### config.mk
export PLATFORM = sky130hd
export DESIGN_NAME = serial_rx_unit
export DESIGN_NICKNAME = d
export VERILOG_FILES = /design/src/rtl/rx_pkg.sv /design/src/rtl/rx_sync.sv /design/src/rtl/rx_framer.sv /design/src/rtl/rx_holdreg.sv /design/src/rtl/serial_rx_unit.sv
export SDC_FILE = /design/constraint.sdc
export NUM_CORES = 1
export LEC_CHECK = 0
export BUFFER_PORTS_ARGS = -buffer_cell sky130_fd_sc_hd__buf_2
export CAP_MARGIN = 40
export CORE_UTILIZATION = 53
export CTS_BUF_LIST = sky130_fd_sc_hd__clkbuf_8
export CTS_CLUSTER_SIZE = 20
export DETAILED_ROUTE_END_ITERATION = 7
export GPL_TIMING_DRIVEN = 1
export PLACE_DENSITY = 0.86
export SLEW_MARGIN = 20
export SYNTH_ARGS = -nofsm -noshare
export SYNTH_HDL_FRONTEND = slang
export SYNTH_SLANG_ARGS = --single-unit
export TNS_END_PERCENT = 50
### constraint.sdc
create_clock -name clk -period 2.8 [get_ports clk]
set_input_delay 0.84 -clock clk [delete_from_list [all_inputs] [get_ports clk]]
set_output_delay 0.84 -clock clk [all_outputs]
set_load 0.02 [all_outputs]
### src/rtl/rx_pkg.sv
`timescale 1ns/1ps
package rx_pkg;
  localparam int DATA_W = 8;

  typedef enum logic [2:0] {
    ST_IDLE, ST_START, ST_DATA, ST_PAR, ST_STOP1, ST_STOP2
  } rx_state_e;

  // number of data bits selected by the length code
  function automatic logic [3:0] word_bits(input logic [1:0] sel);
    return 4'd5 + {2'b00, sel};
  endfunction

  // bits that are valid for the selected length
  function automatic logic [DATA_W-1:0] low_mask(input logic [1:0] sel);
    return 8'hFF >> (2'd3 - sel);
  endfunction

  // MSB-filled shift register to right-justified, zero-filled word
  function automatic logic [DATA_W-1:0] justify(input logic [DATA_W-1:0] sr,
                                                input logic [1:0] sel);
    return sr >> (2'd3 - sel);
  endfunction

  // 1 when data plus parity bit disagree with the selected sense
  function automatic logic parity_bad(input logic [DATA_W-1:0] d,
                                      input logic p, input logic even);
    return (^d) ^ p ^ ~even;
  endfunction
endpackage

### src/rtl/rx_sync.sv
`timescale 1ns/1ps
module rx_sync #(
  parameter int STAGES = 2
) (
  input  logic clk,
  input  logic mreset,
  input  logic line_in,
  output logic line_s
);
  logic [STAGES-1:0] chain;

  always_ff @(posedge clk) begin
    if (mreset) chain <= '1;
    else        chain <= {chain[STAGES-2:0], line_in};
  end

  assign line_s = chain[STAGES-1];
endmodule

### src/rtl/rx_framer.sv
`timescale 1ns/1ps
module rx_framer
  import rx_pkg::*;
#(
  parameter int OSR = 16
) (
  input  logic              clk,
  input  logic              mreset,
  input  logic              tick,
  input  logic              line_s,
  input  logic [1:0]        wl_sel,
  input  logic              par_even,
  input  logic              par_off,
  input  logic              two_stop,
  output logic              xfer,
  output logic [DATA_W-1:0] xfer_data,
  output logic              xfer_perr,
  output logic              xfer_ferr
);
  localparam int CW = $clog2(OSR);
  localparam logic [CW-1:0] HALF_LAST = CW'(OSR/2 - 1);
  localparam logic [CW-1:0] FULL_LAST = CW'(OSR - 1);

  rx_state_e         state;
  logic [CW-1:0]     cnt;
  logic [2:0]        bitn;
  logic [DATA_W-1:0] sr;
  logic              pbit;
  logic              stop_bad;

  // named internal events
  logic in_frame, sample_pt, start_eval, start_ok, start_reject, last_data;
  assign in_frame     = (state == ST_DATA) || (state == ST_PAR) ||
                        (state == ST_STOP1) || (state == ST_STOP2);
  assign sample_pt    = tick && in_frame && (cnt == FULL_LAST);
  assign start_eval   = tick && (state == ST_START) && (cnt == HALF_LAST);
  assign start_ok     = start_eval && !line_s;
  assign start_reject = start_eval && line_s;
  assign last_data    = ({1'b0, bitn} == word_bits(wl_sel) - 4'd1);

  always_ff @(posedge clk) begin
    if (mreset) begin
      state    <= ST_IDLE;
      cnt      <= '0;
      bitn     <= '0;
      sr       <= '0;
      pbit     <= 1'b0;
      stop_bad <= 1'b0;
    end else if (tick) begin
      unique case (state)
        ST_IDLE: if (!line_s) begin
          state <= ST_START;
          cnt   <= '0;
        end
        ST_START: begin
          if (cnt == HALF_LAST) begin
            cnt  <= '0;
            bitn <= '0;
            state <= line_s ? ST_IDLE : ST_DATA;
          end else cnt <= cnt + 1'b1;
        end
        default: begin
          if (cnt != FULL_LAST) cnt <= cnt + 1'b1;
          else begin
            cnt <= '0;
            unique case (state)
              ST_DATA: begin
                sr <= {line_s, sr[DATA_W-1:1]};
                if (last_data) state <= par_off ? ST_STOP1 : ST_PAR;
                else           bitn  <= bitn + 1'b1;
              end
              ST_PAR: begin
                pbit  <= line_s;
                state <= ST_STOP1;
              end
              ST_STOP1: begin
                stop_bad <= !line_s;
                state    <= two_stop ? ST_STOP2 : ST_IDLE;
              end
              default: state <= ST_IDLE;
            endcase
          end
        end
      endcase
    end
  end

  assign xfer      = sample_pt && (((state == ST_STOP1) && !two_stop) ||
                                   (state == ST_STOP2));
  assign xfer_data = justify(sr, wl_sel);
  assign xfer_ferr = (state == ST_STOP2) ? (stop_bad || !line_s) : !line_s;
  assign xfer_perr = !par_off && parity_bad(xfer_data, pbit, par_even);

  // a start that is high at its evaluation tick falls back to idle
  assert_runt_start_dropped_R9: assert property (@(posedge clk) disable iff (mreset)
    start_reject |=> (state == ST_IDLE));

  // a confirmed start always leads into data reception
  assert_start_enters_data_R2: assert property (@(posedge clk) disable iff (mreset)
    start_ok |=> (state == ST_DATA) && (bitn == 3'd0));
endmodule

### src/rtl/rx_holdreg.sv
`timescale 1ns/1ps
module rx_holdreg
  import rx_pkg::*;
(
  input  logic              clk,
  input  logic              mreset,
  input  logic              xfer,
  input  logic [DATA_W-1:0] xfer_data,
  input  logic              xfer_perr,
  input  logic              xfer_ferr,
  input  logic              drdy_clr_n,
  input  logic [1:0]        wl_sel,
  input  logic              par_off,
  output logic [DATA_W-1:0] data_q,
  output logic              drdy,
  output logic              perr,
  output logic              ferr,
  output logic              oerr
);
  always_ff @(posedge clk) begin
    if (mreset) begin
      drdy <= 1'b0;
      perr <= 1'b0;
      ferr <= 1'b0;
      oerr <= 1'b0;
    end else if (xfer) begin
      drdy <= 1'b1;
      perr <= xfer_perr;
      ferr <= xfer_ferr;
      oerr <= drdy;
    end else if (!drdy_clr_n) begin
      drdy <= 1'b0;
    end
  end

  // data register is deliberately outside master reset
  always_ff @(posedge clk) begin
    if (xfer) data_q <= xfer_data;
  end

  assert_drdy_on_xfer_R7: assert property (@(posedge clk) disable iff (mreset)
    xfer |=> drdy);

  assert_drdy_cleared_R7: assert property (@(posedge clk) disable iff (mreset)
    (!xfer && !drdy_clr_n) |=> !drdy);

  assert_overrun_flag_R8: assert property (@(posedge clk) disable iff (mreset)
    (xfer && drdy) |=> oerr);

  assert_zero_fill_R3: assert property (@(posedge clk) disable iff (mreset)
    xfer |=> ((data_q & ~low_mask($past(wl_sel))) == '0));

  assert_perr_inhibited_R5: assert property (@(posedge clk) disable iff (mreset)
    (xfer && par_off) |=> !perr);

  assert_reset_flags_R10: assert property (@(posedge clk)
    mreset |=> (!drdy && !perr && !ferr && !oerr));
endmodule

### src/rtl/serial_rx_unit.sv
`timescale 1ns/1ps
module serial_rx_unit
  import rx_pkg::*;
#(
  parameter int OSR       = 16,
  parameter int SYNC_STGS = 2
) (
  input  logic       clk,
  input  logic       mreset,
  input  logic       tick,
  input  logic       line_in,
  input  logic [1:0] wl_sel,
  input  logic       par_even,
  input  logic       par_off,
  input  logic       two_stop,
  input  logic       drdy_clr_n,
  input  logic       out_dis,
  input  logic       flag_dis,
  output logic [7:0] rx_data,
  output logic       rx_data_en,
  output logic       drdy,
  output logic       perr,
  output logic       ferr,
  output logic       oerr,
  output logic       flags_en
);
  logic              line_s;
  logic              xfer;
  logic [DATA_W-1:0] xfer_data;
  logic              xfer_perr, xfer_ferr;

  rx_sync #(.STAGES(SYNC_STGS)) u_sync (
    .clk(clk), .mreset(mreset), .line_in(line_in), .line_s(line_s)
  );

  rx_framer #(.OSR(OSR)) u_framer (
    .clk(clk), .mreset(mreset), .tick(tick), .line_s(line_s),
    .wl_sel(wl_sel), .par_even(par_even), .par_off(par_off),
    .two_stop(two_stop), .xfer(xfer), .xfer_data(xfer_data),
    .xfer_perr(xfer_perr), .xfer_ferr(xfer_ferr)
  );

  rx_holdreg u_hold (
    .clk(clk), .mreset(mreset), .xfer(xfer), .xfer_data(xfer_data),
    .xfer_perr(xfer_perr), .xfer_ferr(xfer_ferr), .drdy_clr_n(drdy_clr_n),
    .wl_sel(wl_sel), .par_off(par_off), .data_q(rx_data), .drdy(drdy),
    .perr(perr), .ferr(ferr), .oerr(oerr)
  );

  assign rx_data_en = !out_dis;
  assign flags_en   = !flag_dis;

  // enables follow the disable inputs combinationally
  always_comb begin
    assert_enables_R11: assert ((rx_data_en != out_dis) && (flags_en != flag_dis));
  end
endmodule

==> Implementation_results.wiki <==
{| class="wikitable"
! Metric !! Value
|-
| H-tree depth || 2
|-
| Routed len/inst || roughly 12 µm
|-
| Cell-by-cell trace of the critical path || buf_2, buf_4, mux2i_1, mux2i_1, xnor3_1, xnor3_1, or4_1, a21oi_1
|-
| Final worst path period share || approximately 93%
|-
| Share of post-route cells with drive strength above 1 || around a fifth
|-
| Clock Tree Buf Depth || 2
|-
| CP Data Required Time || around 3.0 ns
|-
| Final hold violation count || 0
|-
| Number of buffer and inverter stages on the critical path || 2
|-
| Area of the core || ~3000 µm²
|-
| Max Fanout on Critical Path || 10
|-
| Final wirelength || between 3000 and 4000 µm
|-
| Initial antenna violation count || 0
|-
| Insertion delay of the later-clocked pin in the worst-skew pair || between 0.2 and 0.3 ns
|-
| Per-cell via count in the routed design || between 5 and 6
|-
| Diode insertion count for antenna repair || 0
|-
| Critical path startpoint category || input port
|-
| Post-synth design cell area || 1730 µm²
|-
| CTS clock-pin slew for the worst setup and hold paths || approximately 0.06 ns
|-
| Buffer count from post-CTS setup fixing || 0
|-
| Mean cell area of the mapped netlist || 9.99 µm²
|-
| Least-Margin Pin Slew || ~0.55 ns
|-
| Post-route worst hold slack || ~0.41 ns
|-
| Critical path data arrival time || approximately 2.8 ns
|-
| Count of input and output buffers || 25
|-
| Share of async-settable or async-resettable flops after synthesis || 0%
|-
| Number of buffers inserted for hold repair after clock tree synthesis || 0
|-
| IR drop worst, VDD || 0.304 mV
|-
| Cts repair resizes || 0
|-
| Slowest stage cell, crit path || xnor3_1
|-
| Max_cap viols || 0
|-
| CTS Buf Count || 5
|-
| Wire length of the first global-routing pass || 5020 µm
|-
| P&R area growth vs syn || 14.9%
|-
| Final cell utilization of the core || about 65%
|-
| HPWL after detailed placement || about 2200 µm
|-
| Pwr Total || 884 µW
|-
| Maximum clock skew at final layout || ~0.0055 ns
|-
| Final setup vio count || 0
|-
| Floorplan die width || ~59 µm
|-
| Number of enable-type register cells in the synthesized netlist || 8
|-
| Top Family by Delay on Critical Path || XOR/XNOR gates
|-
| Number of instances in the synthesized netlist || between 150 and 200
|-
| TritonCTS Sinks || 34
|-
| Count of synthesis-stage warnings from yosys || 0
|-
| Post-route DRC || 0
|-
| Part of the Yosys area used for sequential elements || approximately 44%
|-
| Slowest cell delay on critical path || approximately 0.44 ns
|-
| Overall track demand over capacity in global routing || 19.5%
|-
| DP Worst Slack || -0.0718 ns
|-
| Period minus WS final || approximately 2.6 ns
|-
| Most common library cell in the layout ignoring fill and taps || dfxtp_1
|-
| Slew headroom || 62.6%
|-
| Vias post-DR || around 1400
|-
| Synth Register Bits || 34
|-
| Number of cell rows || 20
|-
| Filler cells || between 200 and 250
|-
| Pin count of the biggest net entering global routing || 25
|-
| Worst setup path category || input port to register
|-
| Initial cell density of the core || a little under three fifths
|-
| Leakage Power || 0.000778 µW
|-
| Outcome || finished, final reports clean
|-
| Total die area || 3490 µm²
|-
| Number of routed nets with antenna violations || 0
|-
| Unique masters post-synth || 40
|-
| Starting DRC count in detailed routing || a little under 60
|-
| Number of global-route vias before repair || 1191
|-
| Commonest cells after routing, fill and taps aside || dfxtp_1, buf_2, nor2_1, mux2i_1, o21ai_0
|-
| Ports || 26
|-
| Setup repair after global routing missed its margin || false
|-
| Achievable clock frequency || roughly 0.38 GHz
|-
| Max-slew violation count || 0
|-
| Synthesized netlist net count || roughly 190
|-
| Number of detailed-route iterations in the first pass || 4
|-
| Commonest register cell after synthesis || dfxtp_1
|-
| Tightest Hold Check Type || register to register
|-
| Power density over the cells || between 400 and 500 nW/µm²
|-
| Final layout net count || between 200 and 250
|-
| Last weighted congestion value of the routability-driven placer || ~0.82
|-
| Kind of end point of the critical path || register
|-
| Aggregate global routing overflow || 0
|-
| Die span in y || 59.1 µm
|-
| Least setup slack across all paths after layout || about 0.2 ns
|-
| TritonCTS clock tree || done
|-
| Root cell of the clock tree || clkbuf_8
|}
==> synth_stat cells (all sizes together) (3+ instances only) <==
master   n  area, µm²
o21ai   10       50.1
nor2b    4       25.0
inv      5       18.8
edfxtp   8        240
mux4     3       67.6
xor2     4       35.0
nand2    6       22.5
or3      3       18.8
nor3b    3       22.5
xnor2    3       26.3
clkbuf   5       18.8
mux2i   21        210
dfxtp   26        521
buf      5       36.3
nor2    23       86.3
a21oi    9       45.0
nor3     5       25.0
a31oi    3       18.8
and3     3       18.8
==> worst paths after layout <==
| kind | cells past startpoint | from | to | slack (ns) |
|---|---|---|---|---|
| worst max register to register | 6 | u_framer.sr[4]$_SDFFE_PP0P_ | u_hold.perr$_SDFFE_PP0P_ | 0.51 |
| worst min register to register | 1 | u_sync.chain[0]$_SDFF_PP1_ | u_sync.chain[1]$_SDFF_PP1_ | 0.41 |
| worst min-delay path | 1 | u_sync.chain[0]$_SDFF_PP1_ | u_sync.chain[1]$_SDFF_PP1_ | 0.41 |
| worst max-delay path | 8 | wl_sel[0] | u_hold.perr$_SDFFE_PP0P_ | 0.20 |
==> routing by layer <==
| metal | up-vias | global-route usage (%) | share of wire, % |
|---|---|---|---|
| met2 | 44 | 31.3 | 47 |
| met4 | 0 | 9.52 | 1.9 |
| met1 | 638 | 23.6 | 45 |
| met5 | - | 0 | 0 |
| li1 | 677 | - | - |
| met3 | 6 | 6.33 | 6.1 |
==> registers in the layout, summed over array words and instances, names as in the netlist <==
name,cells
u_framer.bitn,3
u_framer.cnt,4
u_framer.pbit,1
u_framer.sr,8
u_framer.state,3
u_framer.stop_bad,1
u_hold.data_q,8
u_hold.drdy,1
u_hold.ferr,1
u_hold.oerr,1
u_hold.perr,1
u_sync.chain,2
==> final cells by class <==
cell class                 instances  area (µm²)  area share, %
inverter                           5        18.8          0.945
clock inverter                     3        11.3          0.567
timing repair buffer              32         178           8.95
tap                               44        55.1           2.77
sequential                        34         761           38.3
multi-input combinational        124         893           45.0
clock buffer                       5        68.8           3.47
==> cell families (layout without fill, tap and decap cells) <==
kind of cell	count (synthesis)	in the layout	synth area share, %
flip-flops	34	34	44.0
AND/OR/NAND/NOR	59	59	17.7
adder cells (fa/ha/maj)	2	2	1.45
buffers and inverters	15	45	4.27
multiplexers	24	24	16.1
AO/OA/AOI/OAI	30	30	10.4
XOR/XNOR	9	9	6.15
==> worst reg2reg max path, cell delays in order (launching register included) <==
cell and delay [ns]:
dfxtp_1 0.38, mux4_2 0.52, xor2_1 0.19, xnor3_1 0.23, xnor3_1 0.35, or4_1 0.40
a21oi_1 0.15
==> power breakdown <==
group	leakage, µW	internal [µW]	switching, µW
Combinational	0.000461	24.0	27.9
Sequential	0.000265	502	4.44
Clock	0.0000519	165	161
==> metrics by stage <==
step | area (µm²) | std cells | setup TNS [ns]
floorplan | 1730 | 173 | 0
global placement | 1910 | 239 | -0.0170
detailed placement | 1910 | 239 | -0.0718
CTS | 1990 | 247 | 0
global route | 1990 | 247 | 0
finish | 1990 | 247 | 0
Power figures use the tool's default switching activity.
